$ cat config.mk
export PLATFORM = sky130hd
export DESIGN_NAME = isa_mem_window
export DESIGN_NICKNAME = d
export VERILOG_FILES = /design/src/rtl/isa_win_pkg.sv /design/src/rtl/isa_win_cfg.sv /design/src/rtl/isa_win_match.sv /design/src/rtl/isa_win_steer.sv /design/src/rtl/isa_mem_window.sv
export SDC_FILE = /design/constraint.sdc
export NUM_CORES = 1
export LEC_CHECK = 0
export BUFFER_PORTS_ARGS = -buffer_cell sky130_fd_sc_hd__buf_2
export CAP_MARGIN = 10
export CORE_MARGIN = 8
export CORE_UTILIZATION = 33
export DETAILED_ROUTE_END_ITERATION = 10
export GPL_ROUTABILITY_DRIVEN = 0
export GPL_TIMING_DRIVEN = 0
export PLACE_DENSITY = 0.77
export SLEW_MARGIN = 20
export SYNTH_ARGS = -nofsm -noshare
export SYNTH_HDL_FRONTEND = slang
export SYNTH_SLANG_ARGS = --single-unit
$ cat constraint.sdc
create_clock -name clk_i -period 1.2 [get_ports clk_i]
set_input_delay 0.06 -clock clk_i [delete_from_list [all_inputs] [get_ports clk_i]]
set_output_delay 0.06 -clock clk_i [all_outputs]
set_load 0.005 [all_outputs]
$ cat src/rtl/isa_win_pkg.sv
package isa_win_pkg;
  typedef enum logic [1:0] {
    CFG_BASE_LO = 2'd0,
    CFG_BASE_HI = 2'd1,
    CFG_SELECT  = 2'd2,
    CFG_NONE    = 2'd3
  } cfg_sel_e;

  typedef enum logic [1:0] {
    CYC_IDLE  = 2'd0,
    CYC_READ  = 2'd1,
    CYC_WRITE = 2'd2,
    CYC_BAD   = 2'd3
  } cyc_e;

  function automatic cyc_e decode_cyc(input logic memr_n, input logic memw_n);
    case ({memw_n, memr_n})
      2'b10:   return CYC_READ;
      2'b01:   return CYC_WRITE;
      2'b11:   return CYC_IDLE;
      default: return CYC_BAD;
    endcase
  endfunction
endpackage

$ cat src/rtl/isa_win_cfg.sv
module isa_win_cfg
  import isa_win_pkg::*;
#(
  parameter int DATA_W   = 8,
  parameter int TAG_W    = 9,
  parameter int BANK_W   = 2,
  parameter int BANK_LSB = 3
) (
  input  logic              clk_i,
  input  logic              rst_ni,
  input  logic              cfg_we_i,
  input  logic [1:0]        cfg_sel_i,
  input  logic [DATA_W-1:0] cfg_data_i,
  output logic [TAG_W-1:0]  tag_o,
  output logic [BANK_W-1:0] bank_o,
  output logic              dev_o
);
  localparam int LO_W    = TAG_W - DATA_W;
  localparam int DEV_BIT = BANK_LSB + BANK_W;

  logic [TAG_W-1:0]  tag_q;
  logic [BANK_W-1:0] bank_q;
  logic              dev_q;
  cfg_sel_e          sel;

  assign sel = cfg_sel_e'(cfg_sel_i);

  always_ff @(posedge clk_i or negedge rst_ni) begin
    if (!rst_ni) begin
      tag_q  <= '0;
      bank_q <= '0;
      dev_q  <= 1'b0;
    end else if (cfg_we_i) begin
      case (sel)
        CFG_BASE_LO: tag_q[LO_W-1:0] <= cfg_data_i[DATA_W-1 -: LO_W];
        CFG_BASE_HI: tag_q[TAG_W-1 -: DATA_W] <= cfg_data_i;
        CFG_SELECT: begin
          bank_q <= cfg_data_i[BANK_LSB +: BANK_W];
          dev_q  <= cfg_data_i[DEV_BIT];
        end
        default: ;
      endcase
    end
  end

  assign tag_o  = tag_q;
  assign bank_o = bank_q;
  assign dev_o  = dev_q;
endmodule

$ cat src/rtl/isa_win_match.sv
module isa_win_match #(
  parameter int ADDR_W = 24,
  parameter int WIN_W  = 15
) (
  input  logic [ADDR_W-1:0]       addr_i,
  input  logic [ADDR_W-WIN_W-1:0] tag_i,
  output logic                    hit_o
);
  assign hit_o = (addr_i[ADDR_W-1:WIN_W] == tag_i);
endmodule

$ cat src/rtl/isa_win_steer.sv
module isa_win_steer
  import isa_win_pkg::*;
#(
  parameter int DEV_W = 1
) (
  input  logic             hit_i,
  input  logic             memr_ni,
  input  logic             memw_ni,
  input  logic [DEV_W-1:0] dev_i,
  output logic [(1<<DEV_W)-1:0] ce_o,
  output logic             rd_o,
  output logic             wr_o,
  output logic             rd_hit_o
);
  localparam int NUM_DEV = 1 << DEV_W;

  cyc_e cyc;
  logic act;

  assign cyc = decode_cyc(memr_ni, memw_ni);
  assign act = hit_i && (cyc == CYC_READ || cyc == CYC_WRITE);

  for (genvar d = 0; d < NUM_DEV; d++) begin : g_ce
    assign ce_o[d] = act && (dev_i == DEV_W'(d));
  end

  assign rd_o     = hit_i && (cyc == CYC_READ);
  assign wr_o     = hit_i && (cyc == CYC_WRITE);
  assign rd_hit_o = rd_o;
endmodule

$ cat src/rtl/isa_mem_window.sv
module isa_mem_window
  import isa_win_pkg::*;
#(
  parameter int ADDR_W   = 24,
  parameter int WIN_W    = 15,
  parameter int DATA_W   = 8,
  parameter int BANK_W   = 2,
  parameter int BANK_LSB = 3
) (
  input  logic                    clk_i,
  input  logic                    rst_ni,
  input  logic                    cfg_we_i,
  input  logic [1:0]              cfg_sel_i,
  input  logic [DATA_W-1:0]       cfg_data_i,
  input  logic [ADDR_W-1:0]       isa_addr_i,
  input  logic                    memr_ni,
  input  logic                    memw_ni,
  input  logic [DATA_W-1:0]       isa_data_i,
  output logic [DATA_W-1:0]       isa_data_o,
  output logic                    isa_data_oe_o,
  input  logic [DATA_W-1:0]       mem_rdata_i,
  output logic [DATA_W-1:0]       mem_wdata_o,
  output logic [WIN_W+BANK_W-1:0] loc_addr_o,
  output logic                    flash_ce_o,
  output logic                    sram_ce_o,
  output logic                    rd_o,
  output logic                    wr_o
);
  localparam int TAG_W = ADDR_W - WIN_W;
  localparam int DEV_W = 1;

  logic [TAG_W-1:0]       tag;
  logic [BANK_W-1:0]      bank;
  logic                   dev;
  logic                   hit;
  logic                   rd_hit;
  logic [(1<<DEV_W)-1:0]  ce;
  logic                   unused_cfg;

  assign unused_cfg = ^{cfg_data_i};

  isa_win_cfg #(
    .DATA_W(DATA_W), .TAG_W(TAG_W), .BANK_W(BANK_W), .BANK_LSB(BANK_LSB)
  ) u_cfg (
    .clk_i, .rst_ni, .cfg_we_i, .cfg_sel_i, .cfg_data_i,
    .tag_o(tag), .bank_o(bank), .dev_o(dev)
  );

  isa_win_match #(.ADDR_W(ADDR_W), .WIN_W(WIN_W)) u_match (
    .addr_i(isa_addr_i), .tag_i(tag), .hit_o(hit)
  );

  isa_win_steer #(.DEV_W(DEV_W)) u_steer (
    .hit_i(hit), .memr_ni, .memw_ni, .dev_i(dev),
    .ce_o(ce), .rd_o, .wr_o, .rd_hit_o(rd_hit)
  );

  assign flash_ce_o    = ce[0];
  assign sram_ce_o     = ce[1];
  assign loc_addr_o    = {bank, isa_addr_i[WIN_W-1:0]};
  assign mem_wdata_o   = isa_data_i;
  assign isa_data_oe_o = rd_hit;
  assign isa_data_o    = rd_hit ? mem_rdata_i : '0;
endmodule

* Word-level counts from Yosys, hierarchy flattened
Index checks and enable logic that the tools add are counted.
Storage, ports and cells: flip-flop bits (word level) 12, memories kept 0, output and inout port bits 38, input port bits 55, bits in latches 0, word-level logic and storage cells 25, bits in writable memories 0, ROM bits 0
Cells by class: div/mod/pow operators 0, equal/unequal tests 8, $lt $le $gt $ge 0, shift-type cells 0, reduce and logical (&&, ||, !) cells 10, muxes and demuxes 2, multipliers 0, bitwise operators 1, $add $sub $neg 0
Operators by type and width (number):
- 9-bit == test | 1
- 2-bit == test, second input constant | 4
- 8-bit 2-to-1 mux | 1
- 2-bit by 1-bit == test with 1-bit output, second input constant | 3
- 2-bit case mux with 3 select lines | 1
- 2-bit AND reduction | 3
- 1-bit logical AND | 5
- 2-bit zero test | 1
- 1-bit logical OR | 1
- 1-bit inverter | 1

* Logic depth before layout (Yosys ltp)
depth after elaboration 6, gate-level depth with buffers 6, depth with buffers taken out 4

* Modules after synthesis
From an unflattened synthesis, not the netlist that was laid out.
Unflattened totals: cell total of the unflattened synthesis 79, area, all modules 869.6 sq um
Modules (own cells, without submodules):
- isa_win_cfg | sequential area each 300.3 sq um, times used 1, cells an instance 27, area an instance 470.5 sq um
- isa_mem_window | sequential area each 0.0 sq um, times used 1, cells an instance 31, area an instance 222.7 sq um
- isa_win_match | sequential area each 0.0 sq um, times used 1, cells an instance 12, area an instance 102.6 sq um
- isa_win_steer | sequential area each 0.0 sq um, times used 1, cells an instance 9, area an instance 73.8 sq um

* Least setup slack after synthesis
Ideal clock, no wire load.
path kind reg-to-output, start point reg u_cfg.tag_q[1], in the netlist u_cfg.tag_o[1], end point out rd_o, path slack -0.137 ns, required time 1.140 ns, path buffers 2, stages on the path, launching flop included 6, arrival 1.277 ns, cells stage by stage dfrtp_1 -> xnor2_1 -> nand3_1 -> buf_6 -> nor4_2 -> buf_4
On the way: longest elaborated chain between the ends 2
RTL lines:
- start, declared | line isa_win_cfg.sv:21 | logic [TAG_W-1:0] tag_q;
- start signal, assigned by index | line isa_win_cfg.sv:35 | CFG_BASE_LO: tag_q[LO_W-1:0] <= cfg_data_i[DATA_W-1 -: LO_W];
- start signal, assigned by index | line isa_win_cfg.sv:36 | CFG_BASE_HI: tag_q[TAG_W-1 -: DATA_W] <= cfg_data_i;
- 9-bit == test | line isa_win_match.sv:9 | assign hit_o = (addr_i[ADDR_W-1:WIN_W] == tag_i);
- 1-bit logical AND | line isa_win_steer.sv:27 | assign rd_o = hit_i && (cyc == CYC_READ);
- end, declared | line isa_mem_window.sv:26 | output logic rd_o,
No other way between the ends.

* Final worst setup path
Ends and elaborated chain as after synthesis.

==> summary.md <==
The flow ran to the end, but the final reports show violations. The final reports fail on negative setup slack. Detailed placement ended at an HPWL of 2.66 mm.

The filler cells instantiated in the layout total 246. The tools report the total clock sinks as 12. At the worst endpoint, the required time is 1140 ps. The number of antenna diodes in the final layout is 0. The total global-route track usage came out at 0.120. Startpoint of the tightest hold check path: cfg_data_i[1]. The max-capacitance violation count came out at 0. TritonCTS built the clock tree. Measured in cells, the most critical reg-to-reg path has a length of 3.

The worst-case IR drop observed on VDD is 0.680 mV. The fraction of final layout cells with drive strength greater than 1 is 0.770. In the final routed layout, each cell accounts on average for 15.1 um. Destination of the worst register-to-register timing path: u_cfg.tag_o[4]$_DFFE_PN0P_.

The tools report the kind of start point of the critical path as a flip-flop. The run gives 1073 as the number of global-route vias before repair. When the netlist entered floorplanning its net count stood at 152.

93 I/O pins were placed. The tools report the number of DRC markers after the initial detailed-route iteration as 22. The start-to-end type of the worst setup path was reg2out. Summed over all instances, the cell type with the most area after synthesis is dfrtp_1.

The run gives 0.352 as the starting density of the core. In this run the worst path has a maximum fanout of 5. The final count of hold timing violations is 0. Worst min-delay path category: in2reg. Derived from the worst setup path, the maximum achievable clock frequency is 597 MHz. Total power for the finished layout comes to 1450 uW.

TritonCTS created 3 clock buffers. The tools report the terminating pin of the worst hold path as u_cfg.tag_o[2]$_DFFE_PN0P_. The number of distinct library cell variants in the gate-level netlist after synthesis was 19.

Average vias per placed instance: 4.59. The tools report the final count of negative-setup-slack endpoints as 13. In the synthesized netlist, the number of instances is 95. The tools report the type of element capturing the critical path as an output pin. The detailed router placed 940 vias in this run. The die is 70.5 um tall.

The count of buffers added on input and output ports is 69. For this run, design rule violations remaining after detail routing come to 0. Number of search-and-repair iterations in the first detailed-routing pass: 2. The sum of overflow across all layers after global routing was 0. The area overhead of the layout relative to synthesis is 55.3%, and the reg2reg setup slack is 190 ps. The run gives 0 as the Yosys warning count. The worst setup skew after layout is 0 ps, and the transition time of the tightest slew-check pin is 416 ps. Number of max-slew violations in the final report: 0. For the initial antenna violation count, the log shows 0. The post-synthesis average cell area is 10.3 sq um, and the mapped cell area is 980 sq um.

The share of the clock period used by the worst path was 1.40; the number of buffers on the longest clock path was 2. The horizontal die dimension was 70.5 um; the share of Yosys cell area claimed by the top area cell type was 0.307. The first global-routing pass estimated 5.12 mm of wire.

Reg-to-reg critical path startpoint: u_cfg.tag_o[4]$_DFFE_PN0P_. The post-route cell area was 0.00152 sq mm. The final period demand of the worst path came out at 1680 ps. For the worst path setup slack after routing, the log shows -476 ps. For the worst-skew pair, the clock arrives at the later sink with an insertion delay of 270 ps. Setup repair after global routing could not meet its margin everywhere.

The standard cell area after detailed placement came out at 0.00137 sq mm. Synthesis inferred 12 register bits. Yosys attributes the largest share of cell area to dfrtp_1 (31%), buf_4 (19%), mux2_2 (14%). STA puts the critical path data arrival time at 1620 ps.

The cell area power density is 955 mW/mm^2. The worst max-slew margin expressed relative to the limit was 0.722; the count of standard-cell rows was 19. The pin count of the biggest net entering global routing was 13. The hold-critical path depth works out to 2. The tools report the overall routed net length as 3.09 mm. The total area inside the core boundary comes to 0.00278 sq mm. The die covers 0.00497 sq mm.

Clock-pin slew was measured on the worst setup and hold paths at 80 ps. Summed over all cells, the static leakage comes to 0.000779 uW. The run gives 0 as the remaining antenna violation count after routing. The final-stage net count was 232; the H-tree depth was 1.

Clock tree root driver cell: clkbuf_4. The run gives 0.307 as the fraction of the yosys area taken by sequential cells.
per-stage QoR:
stage                      util  setup slack (ps)  TNS, ps  std cells  hold slack, ps
after floorplan               -             -91.6    -91.6         95            -236
after global placement    0.493              -242    -2080        195           -58.0
after detailed placement  0.493              -265    -2250        195           -46.1
after CTS                 0.533              -523    -5980        204            7.91
after global routing      0.547              -594    -6940        205            9.90
final                     0.547              -476    -5440        205            12.6
cell usage after synthesis:
| library cell | number |
|---|---|
| nand3b_1 | 2 |
| nand2b_1 | 1 |
| nand3_1 | 1 |
| ha_1 | 2 |
| buf_6 | 1 |
| nand2_1 | 9 |
| nor4_1 | 1 |
| inv_1 | 4 |
| nor3b_1 | 1 |
| nor4b_1 | 1 |
| buf_2 | 1 |
| buf_1 | 1 |
| buf_4 | 25 |
| nor2_1 | 1 |
| nand4_1 | 1 |
| xnor2_1 | 9 |
| mux2_2 | 12 |
| dfrtp_1 | 12 |
| nor4_2 | 10 |
critical path: stages, from the launching register on:
cell and delay [ps]:
dfrtp_1 410, xnor2_2 150, nand3_2 130, buf_6 160, nor4_4 260, buf_4 150
buf_6 80
timing repair:
action,CTS,global route
pin swaps,4,2
gates cloned,1,0
hold endpoints to repair,12,0
gates resized for setup,8,5
buffers inserted,3,1
hold buffers,1,0
endpoints found under the setup margin,13,13
power by group:
group	switching, uW	leakage, uW	internal (uW)	total (uW)
clock	136	0.0000210	185	321
sequential	57.1	0.000142	481	538
combinational	260	0.000616	334	594
final cells by class:
cell class / instances / area, sq um / share of cell area
multi-input cells: 51 / 517 / 0.340
inverters: 4 / 15.0 / 0.00987
repair buffers: 75 / 397 / 0.261
clock buffers: 4 / 36.3 / 0.0238
plain buffers: 28 / 218 / 0.143
flip-flops and latches: 12 / 300 / 0.197
well taps: 31 / 38.8 / 0.0255
how the worst max path moves through the flow:
stage,depth (start not counted),from,end,slack [ps]
floorplan,5,u_cfg.tag_o[1]$_DFFE_PN0P_,rd_o,-90
global placement,6,u_cfg.tag_o[6]$_DFFE_PN0P_,rd_o,-240
detailed placement,6,u_cfg.tag_o[2]$_DFFE_PN0P_,rd_o,-260
CTS,6,u_cfg.tag_o[1]$_DFFE_PN0P_,rd_o,-520
global route,6,u_cfg.tag_o[6]$_DFFE_PN0P_,rd_o,-590
finish,6,u_cfg.tag_o[1]$_DFFE_PN0P_,rd_o,-480
registers in the layout, indices dropped and copies added (netlist names):
name	cells
u_cfg.dev_o	1
u_cfg.bank_o	2
u_cfg.tag_o	9
kinds of logic after synthesis:
| group | count (synthesis) | share of synthesized area |
|---|---|---|
| muxes | 12 | 0.138 |
| DFF | 12 | 0.307 |
| adders and majority gates | 2 | 0.0255 |
| xor gates and xnor gates | 9 | 0.0805 |
| buffers and inverters | 32 | 0.227 |
| and+or+nand+nor | 28 | 0.222 |
metal layers:
layer  share of wire  up-vias  track usage
met2            0.48       70        0.208
li1                -      455            -
met5               0        -            0
met1            0.35      412        0.122
met4          0.0091        0       0.0335
met3            0.16        3       0.0650
cells in the final DEF (no fill, tap or decap), types with 2 or more instances in the layout:
master / instances
nor4_2: 10
ha_1: 2
nand2_1: 8
dfrtp_1: 12
buf_2: 69
mux2_2: 12
xnor2_2: 3
clkbuf_4: 3
nand3b_1: 2
xnor2_1: 6
buf_4: 28
buf_6: 4
inv_1: 4
Power figures use the tool's default switching activity.
